==> config.mk <==
export PLATFORM = sky130hd
export DESIGN_NAME = osc_settle_timer
export DESIGN_NICKNAME = d
export VERILOG_FILES = /design/src/rtl/osc_wait_pkg.sv /design/src/rtl/osc_wait_prescaler.sv /design/src/rtl/osc_wait_counter.sv /design/src/rtl/osc_settle_timer.sv
export SDC_FILE = /design/constraint.sdc
export NUM_CORES = 1
export LEC_CHECK = 0
export ABC_CLOCK_PERIOD_IN_PS = 4400
export BUFFER_PORTS_ARGS = -buffer_cell sky130_fd_sc_hd__buf_2
export CAP_MARGIN = 20
export CORE_ASPECT_RATIO = 1.4
export CORE_MARGIN = 2
export CORE_UTILIZATION = 60
export DETAILED_ROUTE_END_ITERATION = 8
export PLACE_DENSITY = 0.87
export RECOVER_POWER = 25
export SYNTH_ARGS = -nofsm -noshare
export SYNTH_HDL_FRONTEND = slang
export SYNTH_HIERARCHICAL = 1
export SYNTH_SLANG_ARGS = --single-unit
==> constraint.sdc <==
create_clock -name clk -period 4.4 [get_ports clk]
set_input_delay 0.88 -clock clk [delete_from_list [all_inputs] [get_ports clk]]
set_output_delay 0.88 -clock clk [all_outputs]
set_load 0.005 [all_outputs]
==> src/rtl/osc_wait_pkg.sv <==
package osc_wait_pkg;
  typedef enum logic [1:0] {
    ST_IDLE   = 2'd0,
    ST_WAKE   = 2'd1,
    ST_SWITCH = 2'd2
  } wait_st_t;
endpackage

==> src/rtl/osc_wait_prescaler.sv <==
module osc_wait_prescaler #(
  parameter int DIV_W   = 3,
  parameter int SHIFT_W = 4,
  parameter int FR_W    = 10
) (
  input  logic               clk,
  input  logic               rst_n,
  input  logic               rc_ce,
  input  logic               load,
  input  logic [DIV_W-1:0]   div_in,
  input  logic [SHIFT_W-1:0] shift,
  output logic               term
);
  localparam int PRE_W = (1 << DIV_W) - 1;

  logic [DIV_W-1:0] div_q, div_n;
  logic [PRE_W-1:0] pre_q, pre_n, dmask;
  logic [FR_W-1:0]  fr_q, fr_n, fmask;
  logic             dtick;

  always_comb begin
    for (int i = 0; i < PRE_W; i++) dmask[i] = (i < int'(div_q));
    for (int i = 0; i < FR_W; i++)  fmask[i] = (i < int'(shift));
    dtick = rc_ce && ((pre_q & dmask) == dmask);
    term  = dtick && ((fr_q & fmask) == fmask);
    div_n = load  ? div_in : div_q;
    pre_n = rc_ce ? pre_q + PRE_W'(1) : pre_q;
    fr_n  = dtick ? fr_q + FR_W'(1) : fr_q;
  end

  always_ff @(posedge clk or negedge rst_n) begin
    if (!rst_n) begin
      div_q <= '0;
      pre_q <= '0;
      fr_q  <= '0;
    end else begin
      div_q <= div_n;
      pre_q <= pre_n;
      fr_q  <= fr_n;
    end
  end

  AST_DIV_HELD: assert property (@(posedge clk) disable iff (!rst_n)
    !load |=> $stable(div_q));
endmodule

==> src/rtl/osc_wait_counter.sv <==
module osc_wait_counter #(
  parameter int LEN_W = 11
) (
  input  logic             clk,
  input  logic             rst_n,
  input  logic             clear,
  input  logic             tick,
  input  logic [LEN_W-1:0] limit,
  output logic             hit
);
  logic [LEN_W-1:0] cnt_q, cnt_n;

  always_comb begin
    hit   = tick && (cnt_q == limit - LEN_W'(1));
    cnt_n = cnt_q;
    if (clear)     cnt_n = '0;
    else if (hit)  cnt_n = '0;
    else if (tick) cnt_n = cnt_q + LEN_W'(1);
  end

  always_ff @(posedge clk or negedge rst_n) begin
    if (!rst_n) cnt_q <= '0;
    else        cnt_q <= cnt_n;
  end

  AST_CNT_BELOW_LIMIT: assert property (@(posedge clk) disable iff (!rst_n)
    !clear |=> cnt_q < limit);
endmodule

==> src/rtl/osc_settle_timer.sv <==
module osc_settle_timer #(
  parameter int SEL_W      = 3,
  parameter int DIV_W      = 3,
  parameter int BASE_SHIFT = 3
) (
  input  logic             clk,
  input  logic             rst_n,
  input  logic             sel_we,
  input  logic [SEL_W-1:0] sel_wdata,
  output logic [SEL_W-1:0] sel_q,
  input  logic             ext_ce,
  input  logic             rc_ce,
  input  logic             tgt_ext,
  input  logic             wake_req,
  input  logic             switch_req,
  input  logic             stby_entry,
  input  logic [DIV_W-1:0] div_sel,
  output logic             done,
  output logic             clk_grant
);
  import osc_wait_pkg::*;

  localparam int MAX_SHIFT = BASE_SHIFT + (1 << SEL_W) - 1;
  localparam int LEN_W     = MAX_SHIFT + 1;
  localparam int SHIFT_W   = $clog2(MAX_SHIFT + 1);

  wait_st_t         st_q, st_n;
  logic [SEL_W-1:0] sel_n, selh_q, selh_n;
  logic             tgt_q, tgt_n, seen_q, seen_n;
  logic             done_n, grant_n, fin;
  logic             req, wk_tick, wk_hit, term;
  logic [SHIFT_W-1:0] shift;
  logic [LEN_W-1:0]   limit;

  assign req   = wake_req | switch_req;
  assign shift = SHIFT_W'(selh_q) + SHIFT_W'(BASE_SHIFT);
  assign limit = LEN_W'(1) << shift;

  osc_wait_counter #(.LEN_W(LEN_W)) u_cnt (
    .clk(clk), .rst_n(rst_n), .clear(req | stby_entry),
    .tick(wk_tick), .limit(limit), .hit(wk_hit)
  );

  osc_wait_prescaler #(.DIV_W(DIV_W), .SHIFT_W(SHIFT_W), .FR_W(MAX_SHIFT)) u_pre (
    .clk(clk), .rst_n(rst_n), .rc_ce(rc_ce), .load(switch_req),
    .div_in(div_sel), .shift(shift), .term(term)
  );

  always_comb begin
    wk_tick = (st_q == ST_WAKE) && (tgt_q ? ext_ce : rc_ce);
    sel_n   = sel_we ? sel_wdata : sel_q;
    selh_n  = req ? sel_q : selh_q;
    tgt_n   = wake_req ? tgt_ext : tgt_q;
    st_n    = st_q;
    seen_n  = seen_q;
    fin     = 1'b0;
    if (stby_entry) begin
      st_n = ST_IDLE;
    end else if (wake_req) begin
      st_n = ST_WAKE;
    end else if (switch_req) begin
      st_n   = ST_SWITCH;
      seen_n = 1'b0;
    end else begin
      case (st_q)
        ST_WAKE: if (wk_hit) begin
          fin  = 1'b1;
          st_n = ST_IDLE;
        end
        ST_SWITCH: if (term) begin
          if (seen_q) begin
            fin  = 1'b1;
            st_n = ST_IDLE;
          end else begin
            seen_n = 1'b1;
          end
        end
        default: st_n = ST_IDLE;
      endcase
    end
    done_n  = fin;
    grant_n = clk_grant;
    if (req || stby_entry) grant_n = 1'b0;
    else if (done)         grant_n = 1'b1;
  end

  always_ff @(posedge clk or negedge rst_n) begin
    if (!rst_n) begin
      st_q      <= ST_IDLE;
      sel_q     <= '0;
      selh_q    <= '0;
      tgt_q     <= 1'b0;
      seen_q    <= 1'b0;
      done      <= 1'b0;
      clk_grant <= 1'b0;
    end else begin
      st_q      <= st_n;
      sel_q     <= sel_n;
      selh_q    <= selh_n;
      tgt_q     <= tgt_n;
      seen_q    <= seen_n;
      done      <= done_n;
      clk_grant <= grant_n;
    end
  end

  AST_DONE_SINGLE: assert property (@(posedge clk) disable iff (!rst_n)
    done |=> !done);
  AST_GRANT_AFTER_DONE: assert property (@(posedge clk) disable iff (!rst_n)
    (done && !req && !stby_entry) |=> clk_grant);
  AST_REQ_DROPS_GRANT: assert property (@(posedge clk) disable iff (!rst_n)
    (req || stby_entry) |=> !clk_grant);
  AST_SEL_LOAD: assert property (@(posedge clk) disable iff (!rst_n)
    sel_we |=> sel_q == $past(sel_wdata));
  AST_NO_DONE_AFTER_REQ: assert property (@(posedge clk) disable iff (!rst_n)
    (req || stby_entry) |=> !done);
endmodule

==> run metrics, run 1 <==
VDD IR max 0.000350 V; initial antenna violation count 0; Setup crit start kind flip-flop; clk buf depth 2; skew final 0.00587 ns; met3 global-route usage 0.0320; HPWL Detailed between 4000 and 5000 um; number of synthesized flops with an enable pin 0; net count after synthesis ~320; Final Wtd Congestion ~0.86; vias in the first global route about 2,200; failing checks capacitance limit, slew limit; setup TNS 0 ns; core area 0.00450 sq mm; worst-path cell chain inv_1 > ha_1 > nor4b_1 > a21oi_1 > nor2b_1 > inv_1 > ha_1 > xnor2_1 > a21o_1 > o21ai_0 > nand4_1 > nor3_2 > o22ai_1; syn_area_per_cell 9.66 sq um; crit path DAT between 3 and 4 ns; Sink Count 43; Slew headroom -0.479; # Max-Cap Violations 1; Synth Area in Simple Gates 0.250; R2R setup slack 0.58 ns; Final Power 1.15 mW; DR iter-0 viols 96; Post-CTS Hold Buffers 0; die span in x between 60 and 70 um; synth unique cells 56; Adder-Cell Fraction of Synth Area 0.0536; Detail Route Antenna Nets 0; Seq pwr share 0.466; Post-Synthesis Cell Area between 0.002 and 0.003 sq mm; Most Used Layer, Global Route met2; final hold vios 0; GR Layer Usage met2 0.409; switching power 0.375 mW; Req. time, crit path approximately 4.5 ns; Die H 84.8 um; Compound-Gate Fraction of Synth Area 0.107; largest family of logic cells by synthesized area simple AND/OR/NAND/NOR gates; Vias between 2,000 and 2,500; GR Util met1 0.284; # nets final between 300 and 400; # IOs 20; largest net degree at the start of global routing between 40 and 50; DP Area 0.00291 sq mm; mux cell area share after synthesis 0.0492; worst-path fanout max 11; DR pass1 iterations 4; Wirelength per Cell 14.6 um; CTS tree built; Worst-Margin Slew 2.22 ns; Syn Inst Count just under 300; Internal approximately 0.77 mW; Worst Hold Endpoint u_pre/fr_q[7]; Combinational Power Share 0.282; # rows 29; Reg clk slew, reported paths about 0.08 ns; die area 0.00524 sq mm; Tcrit/Tclk final 0.868; Worst setup EP type flip-flop; status finished, violations left; Hold Crit Start u_pre/fr_q[7]; FF-to-FF End u_cnt/cnt_q[0]; slowest cell on the critical path nor3_2; sequential share of the synthesized area 0.384; CTS HTree Levels 2; # resized after CTS 0; Sw Ratio 0.327; Slew Limit Fails 44; Worst-Skew Late Latency between 0.2 and 0.3 ns; critical setup path kind reg -> reg; Residual DRC 0; hold path cells 1; post-route cell area ~0.003 sq mm; r2r startpoint selh_q[0]; Ys Warns 6; final wirelength approximately 5400 um; Worst Reg-to-Reg Cells 13; first-pass GRT wire length approximately 9600 um; final core utilization 0.666; xor/xnor share of the synthesized area 0.109; total gr overflow 0; Total GRT Usage 0.236; Crit path largest cell delay approximately 0.60 ns; most common flop cell mapped by yosys dfrtp_1; Pwr Density roughly 380 mW/mm^2; layout cell share with drive strength beyond 1 0.136; CTS Buf Count 5; number of vias per cell approximately 5.7; area delta synth->final 7.06%; Async SR Flop Fraction 1.00; initial core utilization 0.622; # diodes 0; LEAKAGE 1.33 nW; Clock Root Buffer clkbuf_8; port bufs 19; RSZ-0062 raised after global routing no; Yosys reg bits 43; fmax roughly 260 MHz; min cycle time layout roughly 3.8 ns; Clock power frac 0.253; final setup fails 0; Hold WC Path Type reg -> reg; total setup buffers inserted after CTS 0
-- cell usage after synthesis, drive strengths merged (2+ instances only) --
master	instances	area, sq um
nand4	16	100
nand4b	4	35.0
nor3b	3	22.5
nand3	5	25.0
ha	12	150
or3b	2	17.5
a21oi	12	60.1
nor2	20	75.1
nor2b	9	56.3
inv	15	56.3
buf	6	55.1
nand2	18	67.6
o21ai	12	60.1
mux2	11	128
a31oi	2	12.5
clkbuf	2	8.75
and3	11	68.8
nand2b	2	12.5
dfrtp	43	1080
or3	2	17.5
xnor2	22	193
and2	5	33.8
xor2	13	114
nor4b	3	41.3
a211oi	2	15.0
nor3	16	90.1
o31ai	2	28.8
-- cell usage in the layout, fill, tap and decap left out, types with 2 or more instances in the layout --
| master | Yosys | final |
|---|---|---|
| ha_1 | 12 | 12 |
| nor4b_1 | 2 | 2 |
| nand4b_1 | 4 | 4 |
| dfrtp_1 | 43 | 43 |
| or3b_2 | 2 | 2 |
| or3_1 | 1 | 2 |
| inv_1 | 15 | 15 |
| nand3_1 | 5 | 5 |
| a21oi_1 | 12 | 12 |
| mux2_2 | 10 | 10 |
| nand2_1 | 18 | 18 |
| o21ai_0 | 11 | 11 |
| clkbuf_8 | 0 | 5 |
| nand2b_1 | 2 | 2 |
| and2_1 | 4 | 4 |
| nand4_1 | 16 | 16 |
| a211oi_1 | 2 | 2 |
| xnor2_1 | 22 | 22 |
| nor2b_1 | 9 | 9 |
| clkbuf_1 | 1 | 6 |
| nor2_1 | 20 | 20 |
| nor3_1 | 14 | 14 |
| and3_1 | 11 | 11 |
| buf_2 | 2 | 14 |
| xor2_1 | 13 | 13 |
| nor3_2 | 2 | 2 |
| a31oi_1 | 2 | 2 |
| nor3b_1 | 3 | 3 |
-- cell families after synthesis --
logic type               count (synthesis)
multiplexers                            12
AO/OA/AOI/OAI                           43
buffers and inverters                   24
AND/OR/NAND/NOR                        121
adder cells (fa/ha/maj)                 12
XOR/XNOR                                35
flip-flops                              43
-- sequential cells by signal (all words and copies together), names as in the netlist --
signal	flops
seen_q	1
done	1
u_cnt/cnt_q	11
u_pre/pre_q	7
u_pre/fr_q	10
selh_q	3
st_q	2
clk_grant	1
tgt_q	1
u_pre/div_q	3
sel_q	3
-- through the flow --
stage               hold WS [ns]  setup slack, ns  std cells
finish                     0.475            0.580        370
global route               0.495            0.255        370
CTS                        0.477            0.625        370
detailed placement         0.463            0.725        363
global placement           0.463            0.926        363
floorplan                  0.441             1.31        290
-- power groups by stage --
stage / Combinational, mW / Sequential, mW / Clock, mW
2_1_floorplan: 0.259 / 0.519 / 0
3_3_place_gp: 0.310 / 0.535 / 0
3_5_place_dp: 0.325 / 0.539 / 0
4_1_cts: 0.326 / 0.533 / 0.302
5_1_grt: 0.361 / 0.545 / 0.316
6_report: 0.323 / 0.534 / 0.290
-- metal layers --
metal / vias to the layer above / share of wire / wire length (um)
met5: - / 0 / 0
met4: 0 / 0.019 / 102
met3: 10 / 0.021 / 111
met2: 30 / 0.56 / 3040
met1: 1028 / 0.40 / 2150
li1: 1058 / - / -
-- critical path: cells and delay by family, from the launching register on --
kind,cells,cell delay [ns]
flops,1,0.46
buf+inv,2,0.26
compound gates,4,0.72
simple gates,4,1.44
fa+ha+maj,2,0.63
xor+xnor,1,0.15
-- how the worst max path moves through the flow --
stage | slack [ns] | to | startpoint | cells past startpoint
floorplan | 1.31 | st_q[0] | selh_q[0] | 16
global placement | 0.93 | u_cnt/cnt_q[0] | selh_q[0] | 13
detailed placement | 0.73 | u_cnt/cnt_q[0] | selh_q[0] | 13
CTS | 0.62 | u_cnt/cnt_q[0] | selh_q[0] | 13
global route | 0.25 | u_cnt/cnt_q[0] | selh_q[0] | 13
finish | 0.58 | u_cnt/cnt_q[0] | selh_q[0] | 13
-- layout make-up --
class                   count  area (sq um)
fillers                   368          1500
clock buffers               6          72.6
repair buffers             20          96.3
clock inverters             1          30.0
inverters                  15          56.3
well taps                  62          77.6
flip-flops and latches     43          1080
multi-input cells         223          1590
Note: power is estimated with default switching activity, not from simulation.
==> inputs of run 2 (changes only) <==
--- a/config.mk
+++ b/config.mk
@@ -12,6 +12,7 @@
 export CORE_MARGIN = 2
 export CORE_UTILIZATION = 60
 export DETAILED_ROUTE_END_ITERATION = 8
+export GPL_ROUTABILITY_DRIVEN = 0
 export PLACE_DENSITY = 0.87
 export RECOVER_POWER = 25
 export SYNTH_ARGS = -nofsm -noshare
==> constraint.sdc (replaced) <==
create_clock -name clk -period 4.4 [get_ports clk]
set_input_delay 0.88 -clock clk [delete_from_list [all_inputs] [get_ports clk]]
set_output_delay 0.88 -clock clk [all_outputs]
set_load 0.1 [all_outputs]
==> run metrics, run 2 (synthesis results as in run 1) <==
Worst-Skew Late Latency 0.30 ns (about the same); Combinational Power Share 0.313 (+0.031); WHS 0.352 ns (-0.123 ns); port bufs 19 (unchanged); Post-CTS Hold Buffers 0 (unchanged); Total GRT Usage 0.242 (+0.00588); total gr overflow 0 (unchanged); largest net degree at the start of global routing 44 (unchanged); CTS HTree Levels 2 (unchanged); LEAKAGE 1.33 nW (+0.34%); post-route cell area 0.00299 sq mm (-0.25%); first-pass GRT wire length 9470 um (-1.1%); Internal 0.719 mW (-6.9%); max reg flops 11 (unchanged); Pwr Density 377 mW/mm^2 (-1.5%); die span in x 61.7 um (unchanged); failing checks capacitance limit, slew limit; area delta synth->final 6.79%; Req. time, crit path 4.55 ns (about the same); initial core utilization 0.622 (unchanged); skew final 0.00878 ns (+0.00291 ns); clk buf depth 2 (unchanged); Slew Limit Fails 43 (-2.3%); Regs by FF count u_cnt/cnt_q: 11 flops, u_pre/fr_q: 10 flops, u_pre/pre_q: 7 flops; Detail Route Antenna Nets 0 (unchanged); DR iter-0 viols 99 (+3.1%); CTS Buf Count 5 (unchanged); most frequent cells in the layout 43 x dfrtp_1, 22 x xnor2_1, 20 x nor2_1; status finished, violations left; commonest non-fill, non-tap cell in the layout dfrtp_1; Clock power frac 0.214 (-0.039); crit path DAT 3.89 ns (-0.07 ns); Post-Place Cells 363 (unchanged); final std cells w/o fill 372 (+0.54%); # IOs 20 (unchanged); Final Power 1.13 mW (-1.8%); Seq pwr share 0.474 (+0.008); # resized after CTS 0 (unchanged); filler cell count 379 (+3.0%); Setup crit start kind flip-flop; initial antenna violation count 0 (unchanged); critical setup path kind reg -> reg; Slew headroom -0.454 (+0.0247); Sink Count 43 (unchanged); VDD IR max 0.000378 V (+8.1%); min cycle time layout 3.74 ns (-0.0751 ns); # nets final 336 (+0.30%); number of vias per cell 6.04 (+5.1%); most flop-heavy register u_cnt/cnt_q; fmax 267 MHz (+2.0%); R2R setup slack 0.66 ns (+0.08 ns); # Max-Cap Violations 1 (unchanged); Tcrit/Tclk final 0.851 (-0.0171); switching power 0.409 mW (+8.8%); vias in the first global route 2,205 (-0.85%); DP Area 0.00291 sq mm (unchanged); Worst-Margin Slew 2.18 ns (-0.0370 ns); # diodes 0 (unchanged); die area 0.00524 sq mm (unchanged); final hold vios 0 (unchanged); Wirelength per Cell 15.5 um (+6.4%); # rows 29 (unchanged); Worst setup EP type flip-flop; Die H 84.8 um (unchanged); final wirelength 5780 um (+7.0%); total setup buffers inserted after CTS 0 (unchanged); CTS tree built; Residual DRC 0 (unchanged); Clock Root Buffer clkbuf_8; final setup fails 0 (unchanged); setup TNS 0 ns (unchanged); Hold WC Path Type in -> async; RSZ-0062 raised after global routing no; Vias 2,246 (+5.6%); DR pass1 iterations 4 (unchanged); worst-path fanout max 11 (unchanged); core area 0.00450 sq mm (unchanged); Sw Ratio 0.362 (+0.0353); HPWL Detailed 4270 um (+5.0%); Reg clk slew, reported paths 0.08 ns (about the same); layout cell share with drive strength beyond 1 0.152 (+0.0152)
-- run 2: changes by cell type in the layout (fill, tap and decap cells not counted), sizes merged --
| cell | previous run | this run |
|---|---|---|
| clkbuf | 11 | 9 |
| buf | 15 | 19 |
| bufinv | 1 | 0 |
| clkinv | 0 | 1 |
-- run 2: cell type report --
type / count / area (sq um) / area share
multi-input cells: 223 / 1590 / 0.533
flip-flops and latches: 43 / 1080 / 0.360
repair buffers: 21 / 105 / 0.0351
well taps: 62 / 77.6 / 0.0259
clock buffers: 7 / 76.3 / 0.0255
inverters: 15 / 56.3 / 0.0188
clock inverters: 1 / 5.00 / 0.00167
-- run 2: critical path, stage by stage, from the launching register on --
cell and delay [ns]:
dfrtp_1 0.45, inv_1 0.13, ha_1 0.30, nor4b_1 0.29, a21oi_1 0.13, nor2b_1 0.36
inv_1 0.09, ha_1 0.30, xnor2_1 0.18, a21oi_1 0.11, o31ai_1 0.34, nand4_1 0.17
nor3_2 0.60, o22ai_1 0.14
-- run 2: metrics by stage --
stage | setup WS (ns) | util
2_1_floorplan | 1.31 | -
3_3_place_gp | 0.939 | 0.646
3_5_place_dp | 0.704 | 0.646
4_1_cts | 0.677 | 0.664
5_1_grt | 0.327 | 0.665
6_report | 0.655 | 0.665
-- run 2: path summary, 6_finish.rpt --
kind                                  end           start  cells past startpoint
max                        u_cnt/cnt_q[0]       selh_q[0]                     13
min                         u_pre/fr_q[6]           rst_n                      1
max reg2reg                u_cnt/cnt_q[0]       selh_q[0]                     13
min reg2reg                u_pre/pre_q[6]  u_pre/pre_q[6]                      1
max in group asynchronous  u_pre/div_q[2]           rst_n                      2
min in group clk           u_pre/pre_q[6]  u_pre/pre_q[6]                      1
-- run 2: power by group through the flow --
stage	Combinational, mW	Sequential (mW)	Clock [mW]
2_1_floorplan	0.259	0.539	0
3_3_place_gp	0.328	0.535	0
3_5_place_dp	0.348	0.539	0
4_1_cts	0.350	0.532	0.248
5_1_grt	0.389	0.543	0.262
6_report	0.352	0.534	0.241
-- run 2: per-layer routing --
layer  wire length [um]  GRT usage  share of wire
met1               2200      0.271           0.38
met2               3160      0.418           0.55
met3                191     0.0488          0.033
met4                233      0.118          0.040
met5                  0          0              0
==> inputs of run 3 (changes only) <==
--- a/config.mk
+++ b/config.mk
@@ -10,10 +10,10 @@
 export CAP_MARGIN = 20
 export CORE_ASPECT_RATIO = 1.4
 export CORE_MARGIN = 2
-export CORE_UTILIZATION = 60
+export CORE_UTILIZATION = 35
 export DETAILED_ROUTE_END_ITERATION = 8
 export GPL_ROUTABILITY_DRIVEN = 0
-export PLACE_DENSITY = 0.87
+export PLACE_DENSITY = 0.59
 export RECOVER_POWER = 25
 export SYNTH_ARGS = -nofsm -noshare
 export SYNTH_HDL_FRONTEND = slang
==> run metrics, run 3 (synthesis results as in run 1) <==
Post-Place Worst Slack 0.761 ns (+0.0563 ns); Clock power frac 0.233 (+0.019); Reg clk slew, reported paths 0.09 ns (about the same); RSZ-0062 raised after global routing no; number of vias per cell 5.11 (-15%); DR pass1 iterations 4 (unchanged); initial core utilization 0.361 (-0.261); Vias 2,096 (-6.7%); status finished, violations left; Post-CTS Hold Buffers 0 (unchanged); total gr overflow 0 (unchanged); Tcrit/Tclk final 0.823 (-0.0276); final setup fails 0 (unchanged); WHS 0.475 ns (+0.123 ns); # rows 38 (+31%); Regs by FF count u_cnt/cnt_q: 11 flops, u_pre/fr_q: 10 flops, u_pre/pre_q: 7 flops; HPWL Detailed 4080 um (-4.4%); # Max-Cap Violations 1 (unchanged); Die H 110 um (+29%); Req. time, crit path 4.55 ns (about the same); total setup buffers inserted after CTS 0 (unchanged); failing checks capacitance limit, slew limit; Slew Limit Fails 30 (-30%); DR iter-0 viols 132 (+33%); CTS Buf Count 5 (unchanged); Internal 0.734 mW (+2.2%); Worst Reg-to-Reg Cells 13 (unchanged); largest net degree at the start of global routing 44 (unchanged); filler cell count 774 (+100%); post-route cell area 0.00305 sq mm (+2.0%); commonest non-fill, non-tap cell in the layout dfrtp_1; clk buf depth 2 (unchanged); VDD IR max 0.000256 V (-32%); # IOs 20 (unchanged); port bufs 19 (unchanged); die span in x 79.6 um (+29%); Clock Root Buffer clkbuf_8; DP Area 0.00295 sq mm (+1.6%); fmax 276 MHz (+3.4%); Slew headroom -0.0245 (+0.430); slowest cell on the critical path nor3_2; # resized after CTS 0 (unchanged); Pwr Density 374 mW/mm^2 (-0.83%); die area 0.00874 sq mm (+67%); area delta synth->final 8.89%; worst-path cell chain inv_1 > ha_1 > nor4b_1 > a21oi_1 > nor2b_1 > inv_1 > ha_1 > nor4b_4 > a221oi_1 > nand3b_1 > nor2_1 > nor3_2 > o22ai_1; final setup margin 0.777 ns (+0.122 ns); CTS tree built; most frequent cells in the layout 43 x dfrtp_1, 22 x xnor2_1, 20 x nor2_1; Worst setup EP type flip-flop; Sink Count 43 (unchanged); hold path cells 1; Residual DRC 0 (unchanged); Final Power 1.14 mW (+1.1%); Worst-Margin Slew 1.54 ns (-0.645 ns); Seq pwr share 0.467 (-0.007); LEAKAGE 1.33 nW (about the same); initial antenna violation count 0 (unchanged); # nets final 336 (unchanged); setup TNS 0 ns (unchanged); most flop-heavy register u_cnt/cnt_q; Setup crit start kind flip-flop; vias in the first global route 2,157 (-2.2%); min cycle time layout 3.62 ns (-0.122 ns); Detail Route Antenna Nets 0 (unchanged); worst-path fanout max 11 (unchanged); Wirelength per Cell 13.8 um (-11%); CTS HTree Levels 2 (unchanged); # diodes 0 (unchanged); Combinational Power Share 0.301 (-0.012); Crit path largest cell delay 0.66 ns (+0.06 ns); final wirelength 5650 um (-2.4%); Worst-Skew Late Latency 0.30 ns (about the same); crit path DAT 3.78 ns (-0.11 ns); Hold WC Path Type reg -> reg; skew final 0.0149 ns (+0.00609 ns); core area 0.00775 sq mm (+72%); Sw Ratio 0.356 (-0.00669); max reg flops 11 (unchanged); final hold vios 0 (unchanged); layout cell share with drive strength beyond 1 0.148 (-0.00323); critical setup path kind reg -> reg; switching power 0.405 mW (-0.75%); Total GRT Usage 0.139 (-0.103); first-pass GRT wire length 9600 um (+1.4%)
## run 3: cell types whose count changed in the layout (fill, tap and decap cells not counted)
cell	before	now
clkbuf_8	5	6
clkinv_4	0	1
clkbuf_1	4	5
clkinv_2	1	0
buf_2	18	16
## run 3: stage by stage
stage / util / std cells
global placement: 0.381 / 401
CTS: 0.393 / 409
finish: 0.393 / 410
detailed placement: 0.381 / 401
floorplan: - / 290
global route: 0.393 / 410
## run 3: metal layers
layer	share of wire	GRT usage	vias to the layer above
li1	-	-	1059
met1	0.43	0.156	1017
met2	0.54	0.264	15
met3	0.017	0.0213	5
met4	0.014	0.0443	0
met5	0	0	-
## run 3: worst paths after layout
kind | startpoint | slack [ns] | to
min in group asynchronous | rst_n | 0.64 | clk_grant
worst min-delay path | u_pre/pre_q[6] | 0.47 | u_pre/pre_q[6]
worst max register to register | selh_q[0] | 0.78 | u_cnt/cnt_q[0]
max in group asynchronous | rst_n | 1.86 | selh_q[2]
worst min register to register | u_pre/pre_q[6] | 0.47 | u_pre/pre_q[6]
worst max-delay path | selh_q[0] | 0.78 | u_cnt/cnt_q[0]
## run 3: worst max-delay path: cells and delay by family (launching register included)
kind	cells	cell delay, ns
adders and majority gates	2	0.60
DFF	1	0.44
and+or+nand+nor	6	1.69
buffers and inverters	2	0.22
AOI/OAI and AO/OA	3	0.54
## run 3: power by group through the flow
stage               registers (mW)  logic [mW]  clock network (mW)
floorplan                    0.539       0.259                   0
global placement             0.538       0.335                   0
detailed placement           0.539       0.341                   0
CTS                          0.531       0.345               0.274
global route                 0.542       0.387               0.291
finish                       0.532       0.343               0.265
## run 3: final cells by class
cell class	instances	area (sq um)	area share
inverter	15	56.3	0.0185
tap	100	125	0.0410
clock buffer	7	86.3	0.0283
sequential	43	1080	0.353
timing repair buffer	21	103	0.0336
multi-input combinational	223	1590	0.523
clock inverter	1	8.76	0.00287
